### src/rtl/accflag_alu_pkg.sv
package accflag_alu_pkg;

    localparam int FLAG_W = 8;
    localparam logic [FLAG_W-1:0] FLAGS_RST = 8'h24;

    typedef enum logic [4:0] {
        OP_NOP = 5'd0,
        OP_ADC = 5'd1,
        OP_SBC = 5'd2,
        OP_AND = 5'd3,
        OP_ORA = 5'd4,
        OP_EOR = 5'd5,
        OP_ASL = 5'd6,
        OP_LSR = 5'd7,
        OP_ROL = 5'd8,
        OP_ROR = 5'd9,
        OP_INC = 5'd10,
        OP_DEC = 5'd11,
        OP_CMP = 5'd12,
        OP_BIT = 5'd13,
        OP_CLC = 5'd14,
        OP_SEC = 5'd15,
        OP_CLD = 5'd16,
        OP_SED = 5'd17,
        OP_CLI = 5'd18,
        OP_SEI = 5'd19,
        OP_CLV = 5'd20
    } alu_op_e;

    // status layout, bit 7 first
    typedef struct packed {
        logic n;
        logic v;
        logic r;
        logic b;
        logic d;
        logic i;
        logic z;
        logic c;
    } flags_t;

    // write mask and values produced by one execution unit
    typedef struct packed {
        logic wr_n;
        logic wr_z;
        logic wr_c;
        logic wr_v;
        logic n;
        logic z;
        logic c;
        logic v;
    } flag_upd_t;

    function automatic logic is_logic_op(alu_op_e op);
        return (op == OP_AND) || (op == OP_ORA) || (op == OP_EOR);
    endfunction

endpackage

### src/rtl/accflag_alu_arith.sv
module accflag_alu_arith
    import accflag_alu_pkg::*;
#(
    parameter int W = 8
) (
    input  logic         clk,
    input  logic         rst,
    input  alu_op_e      op,
    input  logic [W-1:0] a,
    input  logic [W-1:0] m,
    input  logic         cin,
    output logic [W-1:0] res,
    output flag_upd_t    upd,
    output logic         sel
);

    localparam int SW = W + 1;

    logic [W-1:0]  opa;
    logic [W-1:0]  opb;
    logic          ci;
    logic [SW-1:0] sum;

    always_comb begin
        opa = a;
        opb = m;
        ci  = cin;
        sel = 1'b1;
        upd = '0;
        unique case (op)
            OP_ADC: begin
                upd.wr_n = 1'b1; upd.wr_z = 1'b1; upd.wr_c = 1'b1; upd.wr_v = 1'b1;
            end
            OP_SBC: begin
                opb = ~m;
                upd.wr_n = 1'b1; upd.wr_z = 1'b1; upd.wr_c = 1'b1; upd.wr_v = 1'b1;
            end
            OP_CMP: begin
                opb = ~m;
                ci  = 1'b1;
                upd.wr_n = 1'b1; upd.wr_z = 1'b1; upd.wr_c = 1'b1;
            end
            OP_INC: begin
                opa = m;
                opb = '0;
                ci  = 1'b1;
                upd.wr_n = 1'b1; upd.wr_z = 1'b1;
            end
            OP_DEC: begin
                opa = m;
                opb = '1;
                ci  = 1'b0;
                upd.wr_n = 1'b1; upd.wr_z = 1'b1;
            end
            default: sel = 1'b0;
        endcase
        sum   = {1'b0, opa} + {1'b0, opb} + {{W{1'b0}}, ci};
        upd.n = sum[W-1];
        upd.z = (sum[W-1:0] == '0);
        upd.c = sum[W];
        upd.v = (opa[W-1] == opb[W-1]) && (sum[W-1] != opa[W-1]);
        res   = (op == OP_CMP) ? a : sum[W-1:0];
    end


    cmp_ge_chk: assert property (@(posedge clk) disable iff (rst)
        (op == OP_CMP) |-> (upd.c == (a >= m)) && !upd.wr_v && (res == a));


    sbc_noborrow_chk: assert property (@(posedge clk) disable iff (rst)
        (op == OP_SBC && cin) |-> (upd.c == (a >= m)));


    incdec_mask_chk: assert property (@(posedge clk) disable iff (rst)
        (op == OP_INC || op == OP_DEC) |-> (!upd.wr_c && !upd.wr_v));

endmodule

### src/rtl/accflag_alu_logic.sv
module accflag_alu_logic
    import accflag_alu_pkg::*;
#(
    parameter int W = 8
) (
    input  logic         clk,
    input  logic         rst,
    input  alu_op_e      op,
    input  logic [W-1:0] a,
    input  logic [W-1:0] m,
    input  logic         cin,
    output logic [W-1:0] res,
    output flag_upd_t    upd,
    output logic         sel
);

    logic [W-1:0] masked;

    always_comb begin
        masked = a & m;
        res    = a;
        sel    = 1'b1;
        upd    = '0;
        unique case (op)
            OP_AND: res = masked;
            OP_ORA: res = a | m;
            OP_EOR: res = a ^ m;
            OP_ASL: begin
                res = {a[W-2:0], 1'b0};
                upd.wr_c = 1'b1; upd.c = a[W-1];
            end
            OP_LSR: begin
                res = {1'b0, a[W-1:1]};
                upd.wr_c = 1'b1; upd.c = a[0];
            end
            OP_ROL: begin
                res = {a[W-2:0], cin};
                upd.wr_c = 1'b1; upd.c = a[W-1];
            end
            OP_ROR: begin
                res = {cin, a[W-1:1]};
                upd.wr_c = 1'b1; upd.c = a[0];
            end
            OP_BIT: res = a;
            default: sel = 1'b0;
        endcase
        upd.wr_n = sel;
        upd.wr_z = sel;
        if (op == OP_BIT) begin
            upd.n    = m[W-1];
            upd.v    = m[W-2];
            upd.z    = (masked == '0);
            upd.wr_v = 1'b1;
        end else begin
            upd.n = res[W-1];
            upd.z = (res == '0);
        end
    end


    rol_in_chk: assert property (@(posedge clk) disable iff (rst)
        (op == OP_ROL) |-> (res[0] == cin) && (upd.c == a[W-1]));


    ror_in_chk: assert property (@(posedge clk) disable iff (rst)
        (op == OP_ROR) |-> (res[W-1] == cin) && (upd.c == a[0]));


    bit_copy_chk: assert property (@(posedge clk) disable iff (rst)
        (op == OP_BIT) |-> (upd.n == m[W-1]) && (upd.v == m[W-2]) && !upd.wr_c);

endmodule

### src/rtl/accflag_alu_flagmux.sv
module accflag_alu_flagmux
    import accflag_alu_pkg::*;
(
    input  logic      clk,
    input  logic      rst,
    input  alu_op_e   op,
    input  flags_t    cur,
    input  flag_upd_t arith_upd,
    input  logic      arith_sel,
    input  flag_upd_t logic_upd,
    input  logic      logic_sel,
    output flags_t    nxt
);

    flag_upd_t u;

    always_comb begin
        u = arith_sel ? arith_upd : (logic_sel ? logic_upd : '0);
        nxt   = cur;
        nxt.r = 1'b1;
        if (u.wr_n) nxt.n = u.n;
        if (u.wr_z) nxt.z = u.z;
        if (u.wr_c) nxt.c = u.c;
        if (u.wr_v) nxt.v = u.v;
        unique case (op)
            OP_CLC:  nxt.c = 1'b0;
            OP_SEC:  nxt.c = 1'b1;
            OP_CLD:  nxt.d = 1'b0;
            OP_SED:  nxt.d = 1'b1;
            OP_CLI:  nxt.i = 1'b0;
            OP_SEI:  nxt.i = 1'b1;
            OP_CLV:  nxt.v = 1'b0;
            default: ;
        endcase
    end


    unit_excl_chk: assert property (@(posedge clk) disable iff (rst)
        $onehot0({arith_sel, logic_sel}));


    logic_keep_chk: assert property (@(posedge clk) disable iff (rst)
        is_logic_op(op) |-> (nxt.c == cur.c) && (nxt.v == cur.v));


    clv_only_chk: assert property (@(posedge clk) disable iff (rst)
        (op == OP_CLV) |-> !nxt.v && (nxt.c == cur.c) && (nxt.z == cur.z)
                           && (nxt.n == cur.n) && (nxt.d == cur.d) && (nxt.i == cur.i));


    brk_keep_chk: assert property (@(posedge clk) disable iff (rst)
        nxt.b == cur.b);

endmodule

### src/rtl/accflag_alu.sv
module accflag_alu
    import accflag_alu_pkg::*;
#(
    parameter int W = 8
) (
    input  logic              clk,
    input  logic              rst,
    input  logic [4:0]        op_i,
    input  logic [W-1:0]      acc_i,
    input  logic [W-1:0]      opnd_i,
    output logic [W-1:0]      result_o,
    output logic [FLAG_W-1:0] flags_next_o,
    output logic [FLAG_W-1:0] flags_o
);

    alu_op_e      op;
    flags_t       flags_q;
    flags_t       flags_d;
    logic [W-1:0] ar_res;
    logic [W-1:0] lg_res;
    flag_upd_t    ar_upd;
    flag_upd_t    lg_upd;
    logic         ar_sel;
    logic         lg_sel;

    assign op = alu_op_e'(op_i);

    accflag_alu_arith #(.W(W)) u_arith (
        .clk (clk),
        .rst (rst),
        .op  (op),
        .a   (acc_i),
        .m   (opnd_i),
        .cin (flags_q.c),
        .res (ar_res),
        .upd (ar_upd),
        .sel (ar_sel)
    );

    accflag_alu_logic #(.W(W)) u_logic (
        .clk (clk),
        .rst (rst),
        .op  (op),
        .a   (acc_i),
        .m   (opnd_i),
        .cin (flags_q.c),
        .res (lg_res),
        .upd (lg_upd),
        .sel (lg_sel)
    );

    accflag_alu_flagmux u_flagmux (
        .clk       (clk),
        .rst       (rst),
        .op        (op),
        .cur       (flags_q),
        .arith_upd (ar_upd),
        .arith_sel (ar_sel),
        .logic_upd (lg_upd),
        .logic_sel (lg_sel),
        .nxt       (flags_d)
    );

    always_comb begin
        if (ar_sel)      result_o = ar_res;
        else if (lg_sel) result_o = lg_res;
        else             result_o = acc_i;
    end

    always_ff @(posedge clk) begin
        if (rst) flags_q <= flags_t'(FLAGS_RST);
        else     flags_q <= flags_d;
    end

    assign flags_next_o = flags_d;
    assign flags_o      = flags_q;


    status_load_chk: assert property (@(posedge clk) disable iff (rst)
        1'b1 |=> (flags_o == $past(flags_next_o)));


    reserved_one_chk: assert property (@(posedge clk) disable iff (rst)
        flags_o[5] == 1'b1);


    idle_hold_chk: assert property (@(posedge clk) disable iff (rst)
        (op_i == 5'd0 || op_i > 5'd20) |-> (flags_next_o == flags_o) && (result_o == acc_i));

endmodule

### config.mk
export PLATFORM = sky130hd
export DESIGN_NAME = accflag_alu
export DESIGN_NICKNAME = d
export VERILOG_FILES = /design/src/rtl/accflag_alu_pkg.sv /design/src/rtl/accflag_alu_arith.sv /design/src/rtl/accflag_alu_logic.sv /design/src/rtl/accflag_alu_flagmux.sv /design/src/rtl/accflag_alu.sv
export SDC_FILE = /design/constraint.sdc
export NUM_CORES = 1
export LEC_CHECK = 0
export ABC_AREA = 1
export BUFFER_PORTS_ARGS = -buffer_cell sky130_fd_sc_hd__buf_2
export CAP_MARGIN = 40
export CORE_MARGIN = 2
export CORE_UTILIZATION = 58
export CTS_CLUSTER_DIAMETER = 100
export DETAILED_ROUTE_END_ITERATION = 8
export PLACE_DENSITY_LB_ADDON = 0.25
export SLEW_MARGIN = 40
export SYNTH_ARGS = -nofsm -noshare
export SYNTH_HDL_FRONTEND = slang
export SYNTH_HIERARCHICAL = 1
export SYNTH_SLANG_ARGS = --single-unit
### constraint.sdc
create_clock -name clk -period 5.4 [get_ports clk]
set_input_delay 1.08 -clock clk [delete_from_list [all_inputs] [get_ports clk]]
set_output_delay 1.08 -clock clk [all_outputs]
set_load 0.02 [all_outputs]
# == Yosys cells after proc, flatten, opt, wreduce, memory -nomap -nowiden ==
# Index checks and enable logic that the tools add are counted.
# word_totals
elab_cells,76
register_bits,7
mem_bits_rw,0
latchBits,0
input_bits,23
memories,0
output_inout_bits,24
mem_bits_ro,0
# classes
multipliers,0
bitwise,4
div_mod_pow,0
shift,0
n_eq_ne,22
n_addsub,2
n_reduce_logical,14
magnitude_cmp,0
mux,27
# ops
operator,count
$pmux W8 S7,1
$mux W8,6
$eq A5 B4 Y1 const B,8
$eq A5 B5 Y1 const B,5
$logic_not A8 Y1,3
$pmux W8 S3,1
$eq A5 B3 Y1 const B,4
$mux W1,12
$reduce_or A2 Y1,6
$eq A5 B2 Y1 const B,2
$pmux W1 S2,5
$add A8 B8 Y9,1
$add A9 B1 Y9,1
$and A8 B8 Y8,1
$not A8 Y8,1
$or A8 B8 Y8,1
$reduce_or A8 Y1,1
$xor A8 B8 Y8,1
$eq A5 B1 Y1 const B,1
$reduce_or A5 Y1,1
$mux W2,2
$reduce_or A4 Y1,1
$reduce_or A3 Y1,1
$eq A1 B1 Y1,1
other kinds (2),2

# == Logic depth before layout (Yosys ltp) ==
# logic_depth
word_depth,10
depth_mapped,25
mapped_depth_nobuf,25

# == By module ==
# The synthesis kept the hierarchy.
# by_module_without_submodules
mod,instances,seq_area_each_um2,area_each_um2,cells_each
accflag_alu_logic,1,0.0,1013.5,196
accflag_alu_arith,1,0.0,915.9,174
accflag_alu,1,160.2,474.2,82
accflag_alu_flagmux,1,0.0,286.5,59

# == Least setup slack after synthesis ==
# OpenSTA, ideal clock, no wires.
# synth_path
path_type,input to output
from,in op_i[1]
to,out flags_next_o[1]
path_slack_ps,721
path_stages,18
arrival_ps,3599
n_path_buf,1
t_required_ps,4320
path_cell_list,inv_1 nor2_1 nand2_2 buf_2 nand2_1 o21ai_0 fa_1 fa_1 inv_1 nand2_1 nor2_1 nand3_1 nor2_1 nand2_1 nor2_1 nand2_1 a21boi_0 a21oi_1
# synth_rtl
item,line,source
start: declaration,accflag_alu.sv:8,"input logic [4:0] op_i,"
end: declaration,accflag_alu.sv:12,"output logic [FLAG_W-1:0] flags_next_o,"

==> metrics <==
Clock Sinks=8; P_sw=0.0002043 W; vias in the first global route=2,841; largest net degree at the start of global routing=19; status=complete, no violations; Switching Share=50.70%; # diodes=0; CP Class=input port to output port; post-CTS setup buffer count=0; Starting Density=60.94%; Post-synth top flop=dfxtp_1; CTS tree=yes; share of cells above drive strength 1=16.88%; Distinct cells, synth=37; min Tclk post-route=5104 ps; H-tree depth=1; Worst-path clk slew=40 ps; Hold Violations, Final=0; RR Endpoint=flags_o[1]$_SDFF_PP0_; crit path launch type=input port; relative slew slack=57.38%; worst hold path class=register to register; top-area cell type share of the netlist area=24.42%; most frequent cell after synthesis=nand2_1; critical path's largest stage delay=420 ps; Synth top cells by count=nand2_1 (175), inv_1 (86), nor2_1 (57); Int Power=0.0001987 W; Cell Pwr Density=136.7 nW/um^2; Final Cycle Share=94.51%; Worst path slowest cell=fa_1; Via density=5.317; num ports=47; WL final=7367 um; antenna violations before repair=0; most area-consuming cells after synthesis=nand2_1 (24%), inv_1 (12%), ha_1 (11%), nand3_1 (10%), nor2_1 (8.0%); Largest register FFs=8; Routed Antenna Nets=0; final setup vio count=0; sequential share of the synthesized area=5.953%; arrival time at the worst endpoint=4020 ps; CP endpoint=flags_next_o[1]; core area=4414 sq um; RSZ-0062 raised after global routing=false; critical path launch point=op_i[2]; Num CTS Buffers=3; buffers and inverters on the worst path=3; sequential power share=15.7%; CP Max Fanout=17; fmax=195.9 MHz; synthesized area=2690 sq um; r2r setup slk=2810 ps; Final #Nets=601; Critical Path End Type=output port; synthesis-to-finish area growth=9.628%; Post-synth EDFFs=0; WP depth=20; # hold bufs at CTS=0; max cap viols=0; initial DRC count=295; number of port buffers=45; Placed Cells=600; Longest Clk Path Bufs=2; VDD IR max=0.2511 mV; number of synthesized register bits=8; clock skew=0.1461 ps; Die W=72.11 um; global route overflow=0; Resized cells post-CTS=0; CP most frequent cell=nand2_1; hpwl dp=6012 um; worst r2r path cells=16; reg2reg start=flags_o[0]$_SDFF_PP0_; first-pass GRT wire length=12,430 um; syn nets=559; All-Layer GR Usage=29.17%; total negative slack=0 ps; Comb pwr share=67.1%; fin. max-slew vios=0; worst path required time=4320 ps; Root Driver=clkbuf_8; wire per inst=12.22 um; YS warnings=6; CP delay by family, top=simple AND/OR/NAND/NOR gates; Post-synth ARST share=0%; area leader, netlist=nand2_1; worst-path cell chain=buf_2 > nor2_1 > nand2_2 > buf_4 > nand2_1 > nand3_1 > o21ai_2 > fa_1 > fa_1 > nand2_1 > nand2_1 > nor2_1 > nand3_1 > nor2_1 > nand2_1 > nor2_1 > nand2_1 > a21boi_0 > a21oi_1 > buf_2; Site Rows=24; post-synthesis average cell area=5.264 sq um; worst-margin pin slew=637.7 ps; hold path start=flags_o[4]$_SDFF_PP0_; GP Congestion=0.9626; Finished Layout Cells=603; Vias=3,206; DR DRC count=0; Die Y-Extent=72.11 um; Clk Latency, worst-skew pair=220 ps; Clk pwr share=17.3%; Total Die Area=5199 sq um; drt pass-1 iters=5; Lkg Pwr=1.855 nW; cells after synthesis=511
==> worst min path at each step <==
stage / endpoint / slack [ps] / cells after the start
2_1_floorplan: flags_o[4]$_SDFF_PP0_ / 660 / 3
3_3_place_gp: flags_o[4]$_SDFF_PP0_ / 420 / 2
3_5_place_dp: flags_o[4]$_SDFF_PP0_ / 440 / 2
4_1_cts: flags_o[4]$_SDFF_PP0_ / 450 / 2
5_1_grt: flags_o[4]$_SDFF_PP0_ / 470 / 2
6_report: flags_o[4]$_SDFF_PP0_ / 450 / 2
==> power groups by stage <==
stage	combinational [W]	clock [W]	sequential, W
floorplan	0.000192	0	0.0000666
global placement	0.000262	0	0.0000638
detailed placement	0.000267	0	0.0000639
CTS	0.000268	0.0000718	0.0000630
global route	0.000306	0.0000743	0.0000632
finish	0.000270	0.0000696	0.0000631
==> metrics by stage <==
step / hold slack [ps] / cell area (sq um) / utilization [%] / setup WS [ps] / power (W)
after floorplan: 657.3 / 2690 / - / 721.1 / 0.0002581
after global placement: 417.2 / 2908 / 65.87 / 350.8 / 0.0003257
after detailed placement: 435.5 / 2908 / 65.87 / 309.7 / 0.0003307
after CTS: 447.5 / 2949 / 66.81 / 303.0 / 0.0004025
after global routing: 468.1 / 2949 / 66.81 / 19.67 / 0.0004436
final: 447.8 / 2949 / 66.81 / 296.3 / 0.0004031
==> logic make-up (layout without fill, tap and decap cells) <==
family                   Yosys count  after routing  synth area share [%]
other                              1              1                0.1394
flip-flops                         8              8                 5.953
AND/OR/NAND/NOR                  323            323                 53.77
adder cells (fa/ha/maj)           25             25                 12.19
AO/OA/AOI/OAI                     43             43                 9.814
buffers and inverters            111            151                 18.14
==> cell type report <==
cell class,instances,area (sq um)
fillers,465,1465
well taps,52,65.06
clock buffers,3,41.29
flip-flops and latches,8,160.2
repair buffers,50,262.8
multi-input cells,392,2042
inverters,98,377.9
==> placed cells by master (no fill, tap or decap), types with 2 or more instances in the layout <==
master	netlist	final
fa_1	2	2
inv_1	86	86
nor2_4	7	7
inv_2	9	9
a21oi_1	8	8
a21boi_0	2	2
a31oi_1	3	3
nand3b_1	4	4
o21ai_2	9	9
o21ai_1	3	3
o21ai_0	16	16
nor2_2	2	2
nand3_2	2	2
buf_2	3	45
dfxtp_1	8	8
or2_1	2	2
ha_1	23	23
nor2_1	57	57
inv_4	2	2
buf_4	7	5
nand3_1	56	56
nor4_1	2	2
nand2_1	175	175
nand2_2	5	5
clkbuf_8	0	3
nand4_1	5	5
==> worst register-to-register path, cell delays in order (launching register included) <==
cell and delay [ps]:
dfxtp_1 350, nand2_1 120, nand3_1 100, fa_1 410, fa_1 420, nand2_1 110
nand2_1 60, nor2_1 100, nand3_1 90, nor2_1 100, nand2_1 60, nor2_1 90
nand2_1 60, a21boi_0 140, a21oi_1 190, inv_1 60, nor2_1 70
==> layer usage <==
layer / wire [um] / global-route usage [%] / part of all wire [%] / vias up
met2: 3486 / 50.36 / 47 / 110
met5: 0 / 0 / 0 / -
li1: - / - / - / 1658
met4: 160 / 8.176 / 2.2 / 0
met1: 3236 / 39.46 / 44 / 1420
met3: 483 / 1.250 / 6.6 / 18
Power figures use the tool's default switching activity.
